--- config.mk ---
export PLATFORM = sky130hd
export DESIGN_NAME = dispctl_regs
export DESIGN_NICKNAME = d
export VERILOG_FILES = /design/src/rtl/dispctl_pkg.sv /design/src/rtl/dispctl_decode.sv /design/src/rtl/dispctl_curpal.sv /design/src/rtl/dispctl_irq.sv /design/src/rtl/dispctl_regs.sv
export SDC_FILE = /design/constraint.sdc
export NUM_CORES = 1
export LEC_CHECK = 0
export ABC_AREA = 1
export BUFFER_PORTS_ARGS = -buffer_cell sky130_fd_sc_hd__clkbuf_2
export CORE_MARGIN = 1
export CORE_UTILIZATION = 48
export CTS_CLUSTER_SIZE = 24
export DETAILED_ROUTE_END_ITERATION = 6
export PLACE_DENSITY = 0.81
export SLEW_MARGIN = 0
export SYNTH_ARGS = -nofsm -noshare
export SYNTH_HDL_FRONTEND = slang
export SYNTH_SLANG_ARGS = --single-unit
--- constraint.sdc ---
create_clock -name clk -period 2.8 [get_ports clk]
set_input_delay 0.56 -clock clk [delete_from_list [all_inputs] [get_ports clk]]
set_output_delay 0.56 -clock clk [all_outputs]
set_load 0.1 [all_outputs]
--- src/rtl/dispctl_pkg.sv ---
package dispctl_pkg;

  typedef enum logic [3:0] {
    RG_NONE, RG_PAL, RG_CURPAL, RG_PAT, RG_WIDTH, RG_HEIGHT,
    RG_CTRL, RG_TOP, RG_CPOS, RG_SRST, RG_TIMING
  } region_e;

  localparam logic [31:0] PAL_LO   = 32'h0000_0800;
  localparam logic [31:0] PAL_HI   = 32'h0000_1000;
  localparam logic [31:0] CPAL_LO  = 32'h0000_0508;
  localparam logic [31:0] CPAL_HI  = 32'h0000_0520;
  localparam logic [31:0] PAT_LO   = 32'h0000_1000;
  localparam logic [31:0] PAT_HI   = 32'h0000_2000;
  localparam logic [31:0] A_WIDTH  = 32'h0000_0118;
  localparam logic [31:0] A_HEIGHT = 32'h0000_0150;
  localparam logic [31:0] A_CTRL   = 32'h0000_0300;
  localparam logic [31:0] A_TOP    = 32'h0000_0400;
  localparam logic [31:0] A_CPOS   = 32'h0000_0638;
  localparam logic [31:0] A_SRST   = 32'h0010_0000;

  localparam int BLANK_BIT = 10;
  localparam int NOCUR_BIT = 23;
  localparam int DEPTH_LSB = 20;

  function automatic logic [4:0] depth_of(input logic [2:0] code);
    case (code)
      3'd0:    return 5'd1;
      3'd1:    return 5'd2;
      3'd2:    return 5'd4;
      3'd3:    return 5'd8;
      3'd4:    return 5'd15;
      3'd5:    return 5'd16;
      default: return 5'd0;
    endcase
  endfunction

  function automatic logic is_timing(input logic [31:0] a);
    case (a)
      32'h000, 32'h108, 32'h110, 32'h120, 32'h128, 32'h130, 32'h138,
      32'h140, 32'h148, 32'h158, 32'h160, 32'h168, 32'h170, 32'h200:
        return 1'b1;
      default:
        return 1'b0;
    endcase
  endfunction

  function automatic logic [8:0] slot_of(input logic [31:0] a, input logic [31:0] base);
    return 9'((a - base) >> 3);
  endfunction

endpackage

--- src/rtl/dispctl_decode.sv ---
module dispctl_decode
  import dispctl_pkg::*;
#(
  parameter int ADDR_W = 21
) (
  input  logic [ADDR_W-1:0] addr,
  output region_e           region,
  output logic [8:0]        index
);
  logic [31:0] a32;
  assign a32 = 32'(addr);

  always_comb begin
    region = RG_NONE;
    index  = '0;
    if (a32 >= PAL_LO && a32 < PAL_HI) begin
      region = RG_PAL;
      index  = slot_of(a32, PAL_LO);
    end else if (a32 >= PAT_LO && a32 < PAT_HI) begin
      region = RG_PAT;
      index  = slot_of(a32, PAT_LO);
    end else if (a32 >= CPAL_LO && a32 < CPAL_HI) begin
      region = RG_CURPAL;
      index  = slot_of(a32, CPAL_LO);
    end else if (a32 == A_WIDTH)  region = RG_WIDTH;
    else if (a32 == A_HEIGHT)     region = RG_HEIGHT;
    else if (a32 == A_CTRL)       region = RG_CTRL;
    else if (a32 == A_TOP)        region = RG_TOP;
    else if (a32 == A_CPOS)       region = RG_CPOS;
    else if (a32 == A_SRST)       region = RG_SRST;
    else if (is_timing(a32))      region = RG_TIMING;
  end
endmodule

--- src/rtl/dispctl_curpal.sv ---
module dispctl_curpal #(
  parameter int N_ENT = 3,
  parameter int IDX_W = 2
) (
  input  logic             clk,
  input  logic             rst_n,
  input  logic             clr,
  input  logic             we,
  input  logic [IDX_W-1:0] widx,
  input  logic [23:0]      wrgb,
  input  logic [IDX_W-1:0] ridx,
  output logic [23:0]      rrgb
);
  logic [23:0] ent [N_ENT];

  for (genvar e = 0; e < N_ENT; e++) begin : g_ent
    always_ff @(posedge clk or negedge rst_n) begin
      if (!rst_n)                           ent[e] <= '0;
      else if (clr)                         ent[e] <= '0;
      else if (we && widx == IDX_W'(e))     ent[e] <= wrgb;
    end
  end

  always_comb begin
    rrgb = '0;
    for (int e = 0; e < N_ENT; e++)
      if (ridx == IDX_W'(e)) rrgb = ent[e];
  end
endmodule

--- src/rtl/dispctl_irq.sv ---
module dispctl_irq (
  input  logic clk,
  input  logic rst_n,
  input  logic set_evt,
  input  logic clr_evt,
  output logic irq
);
  always_ff @(posedge clk or negedge rst_n) begin
    if (!rst_n)       irq <= 1'b0;
    else if (clr_evt) irq <= 1'b0;
    else if (set_evt) irq <= 1'b1;
  end
endmodule

--- src/rtl/dispctl_regs.sv ---
module dispctl_regs
  import dispctl_pkg::*;
#(
  parameter int ADDR_W = 21,
  parameter int DIM_W  = 14
) (
  input  logic              clk,
  input  logic              rst_n,
  input  logic              wr_en,
  input  logic              rd_en,
  input  logic [ADDR_W-1:0] addr,
  input  logic [31:0]       wdata,
  output logic [31:0]       rdata,
  input  logic              frame_done,
  output logic              irq,
  output logic              pal_we,
  output logic              cpal_we,
  output logic              pat_we,
  output logic              ram_clr,
  output logic [8:0]        arr_idx,
  output logic [23:0]       arr_data,
  output logic [DIM_W-1:0]  width_px,
  output logic [DIM_W-1:0]  height_px,
  output logic [4:0]        depth_bpp,
  output logic [31:0]       top_ofs,
  output logic [31:0]       cursor_pos,
  output logic              force_blank,
  output logic              cursor_off
);
  localparam int CP_ENT = 3;
  localparam int CP_IW  = $clog2(CP_ENT);

  function automatic logic [DIM_W-1:0] px_from_quads(input logic [DIM_W-3:0] v);
    return {v, 2'b00};
  endfunction

  function automatic logic [31:0] quads_from_px(input logic [DIM_W-1:0] w);
    return 32'(w >> 2);
  endfunction

  function automatic logic [31:0] halflines_from_lines(input logic [DIM_W-1:0] h);
    return 32'({h, 1'b0});
  endfunction

  region_e     rg;
  logic [8:0]  slot;
  logic [23:0] cp_rgb;
  logic [31:0] ctrl_q;

  // named events for the checker
  logic wr_pal_hit, wr_pat_hit, wr_cpal_hit, srst_hit, timing_hit;
  assign wr_pal_hit  = wr_en && rg == RG_PAL;
  assign wr_pat_hit  = wr_en && rg == RG_PAT;
  assign wr_cpal_hit = wr_en && rg == RG_CURPAL;
  assign srst_hit    = wr_en && rg == RG_SRST;
  assign timing_hit  = wr_en && rg == RG_TIMING;

  dispctl_decode #(.ADDR_W(ADDR_W)) u_dec (
    .addr   (addr),
    .region (rg),
    .index  (slot)
  );

  dispctl_curpal #(.N_ENT(CP_ENT), .IDX_W(CP_IW)) u_cpal (
    .clk   (clk),
    .rst_n (rst_n),
    .clr   (srst_hit),
    .we    (wr_cpal_hit),
    .widx  (slot[CP_IW-1:0]),
    .wrgb  (wdata[23:0]),
    .ridx  (slot[CP_IW-1:0]),
    .rrgb  (cp_rgb)
  );

  dispctl_irq u_irq (
    .clk     (clk),
    .rst_n   (rst_n),
    .set_evt (frame_done),
    .clr_evt (wr_en),
    .irq     (irq)
  );

  always_ff @(posedge clk or negedge rst_n) begin
    if (!rst_n) begin
      pal_we     <= 1'b0;
      cpal_we    <= 1'b0;
      pat_we     <= 1'b0;
      ram_clr    <= 1'b0;
      arr_idx    <= '0;
      arr_data   <= '0;
      width_px   <= '0;
      height_px  <= '0;
      ctrl_q     <= '0;
      top_ofs    <= '0;
      cursor_pos <= '0;
    end else begin
      pal_we  <= 1'b0;
      cpal_we <= 1'b0;
      pat_we  <= 1'b0;
      ram_clr <= 1'b0;
      if (wr_en) begin
        case (rg)
          RG_PAL: begin
            pal_we   <= 1'b1;
            arr_idx  <= slot;
            arr_data <= wdata[23:0];
          end
          RG_CURPAL: begin
            cpal_we  <= 1'b1;
            arr_idx  <= slot;
            arr_data <= wdata[23:0];
          end
          RG_PAT: begin
            pat_we   <= 1'b1;
            arr_idx  <= slot;
            arr_data <= {8'h00, wdata[15:0]};
          end
          RG_WIDTH:  width_px   <= px_from_quads(wdata[DIM_W-3:0]);
          RG_HEIGHT: height_px  <= wdata[DIM_W:1];
          RG_CTRL:   ctrl_q     <= wdata;
          RG_TOP:    top_ofs    <= wdata;
          RG_CPOS:   cursor_pos <= wdata;
          RG_SRST: begin
            ram_clr    <= 1'b1;
            width_px   <= '0;
            height_px  <= '0;
            ctrl_q     <= '0;
            top_ofs    <= '0;
            cursor_pos <= '0;
          end
          default: ;
        endcase
      end
    end
  end

  assign force_blank = ctrl_q[BLANK_BIT];
  assign cursor_off  = ctrl_q[NOCUR_BIT];
  assign depth_bpp   = depth_of(ctrl_q[DEPTH_LSB+2:DEPTH_LSB]);

  always_comb begin
    rdata = '0;
    if (rd_en) begin
      case (rg)
        RG_WIDTH:  rdata = quads_from_px(width_px);
        RG_HEIGHT: rdata = halflines_from_lines(height_px);
        RG_CTRL:   rdata = ctrl_q;
        RG_CURPAL: rdata = {8'h00, cp_rgb};
        default:   rdata = '0;
      endcase
    end
  end
endmodule

==> results.sh <==
export IMPL_finalSetupViolCount=32
export IMPL_grt_max_degree=78
export IMPL_cts_tree="yes"
export IMPL_synth_top_area_cell="dfrtp_1"
export IMPL_htree_levels=1
export IMPL_cts_buffers=25
export IMPL_cts_sinks=232
export IMPL_synth_cells=1477
export IMPL_antenna_left=0
export IMPL_max_freq_ghz=0.317
export IMPL_num_rows=56
export IMPL_power_density_nw_per_um2=467
export IMPL_clock_latency_ns=0.53
export IMPL_violations="negative hold slack, negative setup slack"
export IMPL_grt_antenna_before_repair=0
export IMPL_grt_setup_unrepaired="yes"
export IMPL_yosys_warnings=0
export IMPL_cp_common_cell="nand2_2"
export IMPL_final_layout_size_suffix_gt1_share_pct=31.8
export IMPL_root_buffer="clkbuf_16"
export IMPL_hold_viol_final=2
export IMPL_fin_skew_ns=0
export IMPL_fp_dieH_um=158
export IMPL_relSlewSlack_pct=53.7
export IMPL_seqCellArea_sq_um=5810
export IMPL_detail_route_wl_per_cell_um=19.5
export IMPL_crit_path_max_fanout=8
export IMPL_maxCapViolations=0
export IMPL_leakage_nw=8.39
export IMPL_multiInputGateArea_sq_um=5590
export IMPL_ys_ff_latch=232
export IMPL_path_class="in2out"
export IMPL_die_area_sq_um=24800
export IMPL_final_max_slew_viol_count=0
export IMPL_vias_per_cell=5.69
export IMPL_drt_pass1_iterations=5
export IMPL_start_util_pct=49.2
export IMPL_nFillCells=1779
export IMPL_chipWidth_um=158
export IMPL_tightest_slew_ns=0.693
export IMPL_wl_um=41500
export IMPL_start_kind="input pin"
export IMPL_end_kind="primary output"
export IMPL_hp_class="in2async"
export IMPL_vdd_drop_max_mv=0.438
export IMPL_hpwl_um=28700
export IMPL_pin_count=227
export IMPL_groute_usage_overall_pct=33.5
export IMPL_via_count=12124
export IMPL_clk_pin_slew_ns=0.06
export IMPL_status="finished with violations"
export IMPL_syn_area_per_cell_sq_um=7.87
export IMPL_period_needed_ns=3.15
export IMPL_drc=0
export IMPL_whs_ns=-0.00699
export IMPL_area_growth_synth_to_final_pct=38.5
export IMPL_netlist_area_sq_um=11600
export IMPL_gp_congestion=1.01
export IMPL_crit_chain="buf_8 > clkinvlp_4 > buf_6 > ha_4 > inv_2 > nand2_2 > nor2_1 > nand3_1 > nand2_2 > nor2_4 > nand4_2 > nand2_2 > nand2_4 > a21oi_4 > buf_12 > nand2_4 > clkinvlp_4 > buf_12"
export IMPL_post_place_ws_ns=-0.436
export IMPL_crit_required_ns=2.24
export IMPL_grt_pass1_wl_um=63600
export IMPL_slowest_delay_ns=0.21
export IMPL_synth_area_leaders="dfrtp_1, nand2_1, nand3_1"
export IMPL_setup_slack_ns=-0.355
export IMPL_n_antenna_cell=0
export IMPL_ys_seq_area_share_pct=49.9
export IMPL_slowest_stage="buf_12"
export IMPL_arrival_ns=2.59
export IMPL_cts_buffer_depth=3
export IMPL_path_buf_inv=7
export IMPL_hold_buffers=0
export IMPL_synth_top_area_share_pct=49.9
export IMPL_utilization_pct=68.2
export IMPL_grt_overflow=0
export IMPL_core_sq_um=23600
export IMPL_nNetsFinal=1856
export IMPL_critical_path_top_delay_family="simple AND/OR/NAND/NOR gates"
export IMPL_period_share_pct=113
export IMPL_io_buffers=224
export IMPL_yosysUniqueCellTypes=38
export IMPL_drtIter0Drc=1294
export IMPL_grt_pass1_vias=11815
==> sequential cells by signal (all words and copies together) (netlist names) <==
signal      cells
height_px      14
ctrl_q         32
u_cpal.ent     72
cursor_pos     32
pat_we          1
arr_data       24
pal_we          1
top_ofs        32
width_px       12
cpal_we         1
arr_idx         9
ram_clr         1
u_irq.irq       1
==> synthesized netlist by cell type <==
library cell / instances
nand2b_1: 1
nand4_1: 17
nor2_1: 87
nand3_2: 3
nand3_1: 257
and2_1: 1
nand3b_1: 6
nor2_8: 4
o21ai_2: 5
clkbuf_1: 30
inv_1: 77
nand2_1: 466
dfrtp_1: 232
buf_6: 8
buf_1: 2
nor3b_1: 2
nand4_2: 4
nor2_2: 10
nor3_4: 1
buf_2: 28
or2_2: 1
conb_1: 1
nor2_4: 8
xor2_1: 3
o211ai_1: 2
a21oi_1: 16
a22oi_1: 11
nand2_2: 11
inv_2: 16
nand2_4: 2
a21oi_2: 1
o21ai_0: 128
inv_4: 1
buf_4: 19
nor3_2: 1
nor3_1: 11
nor4_1: 2
ha_1: 2
==> per-stage QoR <==
stage | area (sq um) | setup TNS [ns] | std cells | total power, mW
floorplan | 12100 | -5.03 | 1478 | 3.90
global placement | 14900 | -28.58 | 2074 | 4.20
detailed placement | 14900 | -30.53 | 2074 | 4.21
CTS | 16100 | -7.81 | 2132 | 7.54
global route | 16100 | -11.40 | 2132 | 7.71
finish | 16100 | -9.31 | 2132 | 7.52
==> worst paths after layout <==
path	from	end	slack [ns]	depth (start not counted)
max in group asynchronous	rst_n	height_px[5]$_DFFE_PN0P_	1.98	2
hold / removal	rst_n	cpal_we$_DFF_PN0_	-0.007	1
min in group clk	frame_done	u_irq.irq$_DFFE_PN0P_	0.25	3
setup reg to reg	cursor_pos[6]$_DFFE_PN0P_	cursor_pos[6]$_DFFE_PN0P_	2.01	2
setup / recovery	addr[4]	rdata[14]	-0.35	18
hold reg to reg	arr_data[15]$_DFFE_PN0P_	arr_data[15]$_DFFE_PN0P_	0.47	2
==> cell usage in the layout (no fill, tap or decap), types with 25 or more instances in the layout <==
master	instances
nor2_4	32
o21ai_0	128
buf_4	124
clkbuf_16	25
nand3_1	241
nand2_4	25
inv_1	56
buf_12	55
nor2_1	68
dfrtp_1	232
clkbuf_2	189
nand2_1	443
==> logic make-up (layout without fill, tap and decap cells) <==
kind of cell             after synthesis  in the layout  synth area share, %
adder cells (fa/ha/maj)                2              2                0.215
other                                  1              2               0.0323
flip-flops                           232            232                 49.9
XOR/XNOR                               3              3                0.226
buffers and inverters                181            513                 7.30
AO/OA/AOI/OAI                        163            163                 7.49
AND/OR/NAND/NOR                      895            898                 34.8
==> per-layer routing <==
metal / vias up / wire (um) / track usage [%]
met5: - / 0 / 0
met3: 144 / 4390 / 7.23
met2: 763 / 19000 / 52.5
li1: 5447 / - / -
met4: 0 / 1740 / 14.3
met1: 5770 / 16300 / 44.9
==> where the power goes <==
| part | internal [mW] | switching, mW |
|---|---|---|
| Sequential | 3.40 | 0.0310 |
| Clock | 1.95 | 1.40 |
| Combinational | 0.181 | 0.562 |
| Total | 5.52 | 1.99 |
==> worst register-to-register path, delay by kind of cell, from the launching register on <==
kind	cells	cell delay [ns]
AO/OA/AOI/OAI	1	0.10
flip-flops	1	0.42
AND/OR/NAND/NOR	1	0.13
==> timing repair <==
action | CTS | global route
gates cloned | 3 | 1
buffers inserted | 11 | 1
gates resized for setup | 47 | 17
pin swaps | 19 | 17
setup endpoints to repair | 32 | 80
==> final cells by class <==
cell class	count	area share, %
clock buffers	35	4.37
clock inverters	9	0.723
inverters	94	2.63
multi-input cells	1068	34.7
flip-flops and latches	232	36.1
well taps	319	2.48
repair buffers	375	19.0
(Power assumes the default switching activity.)
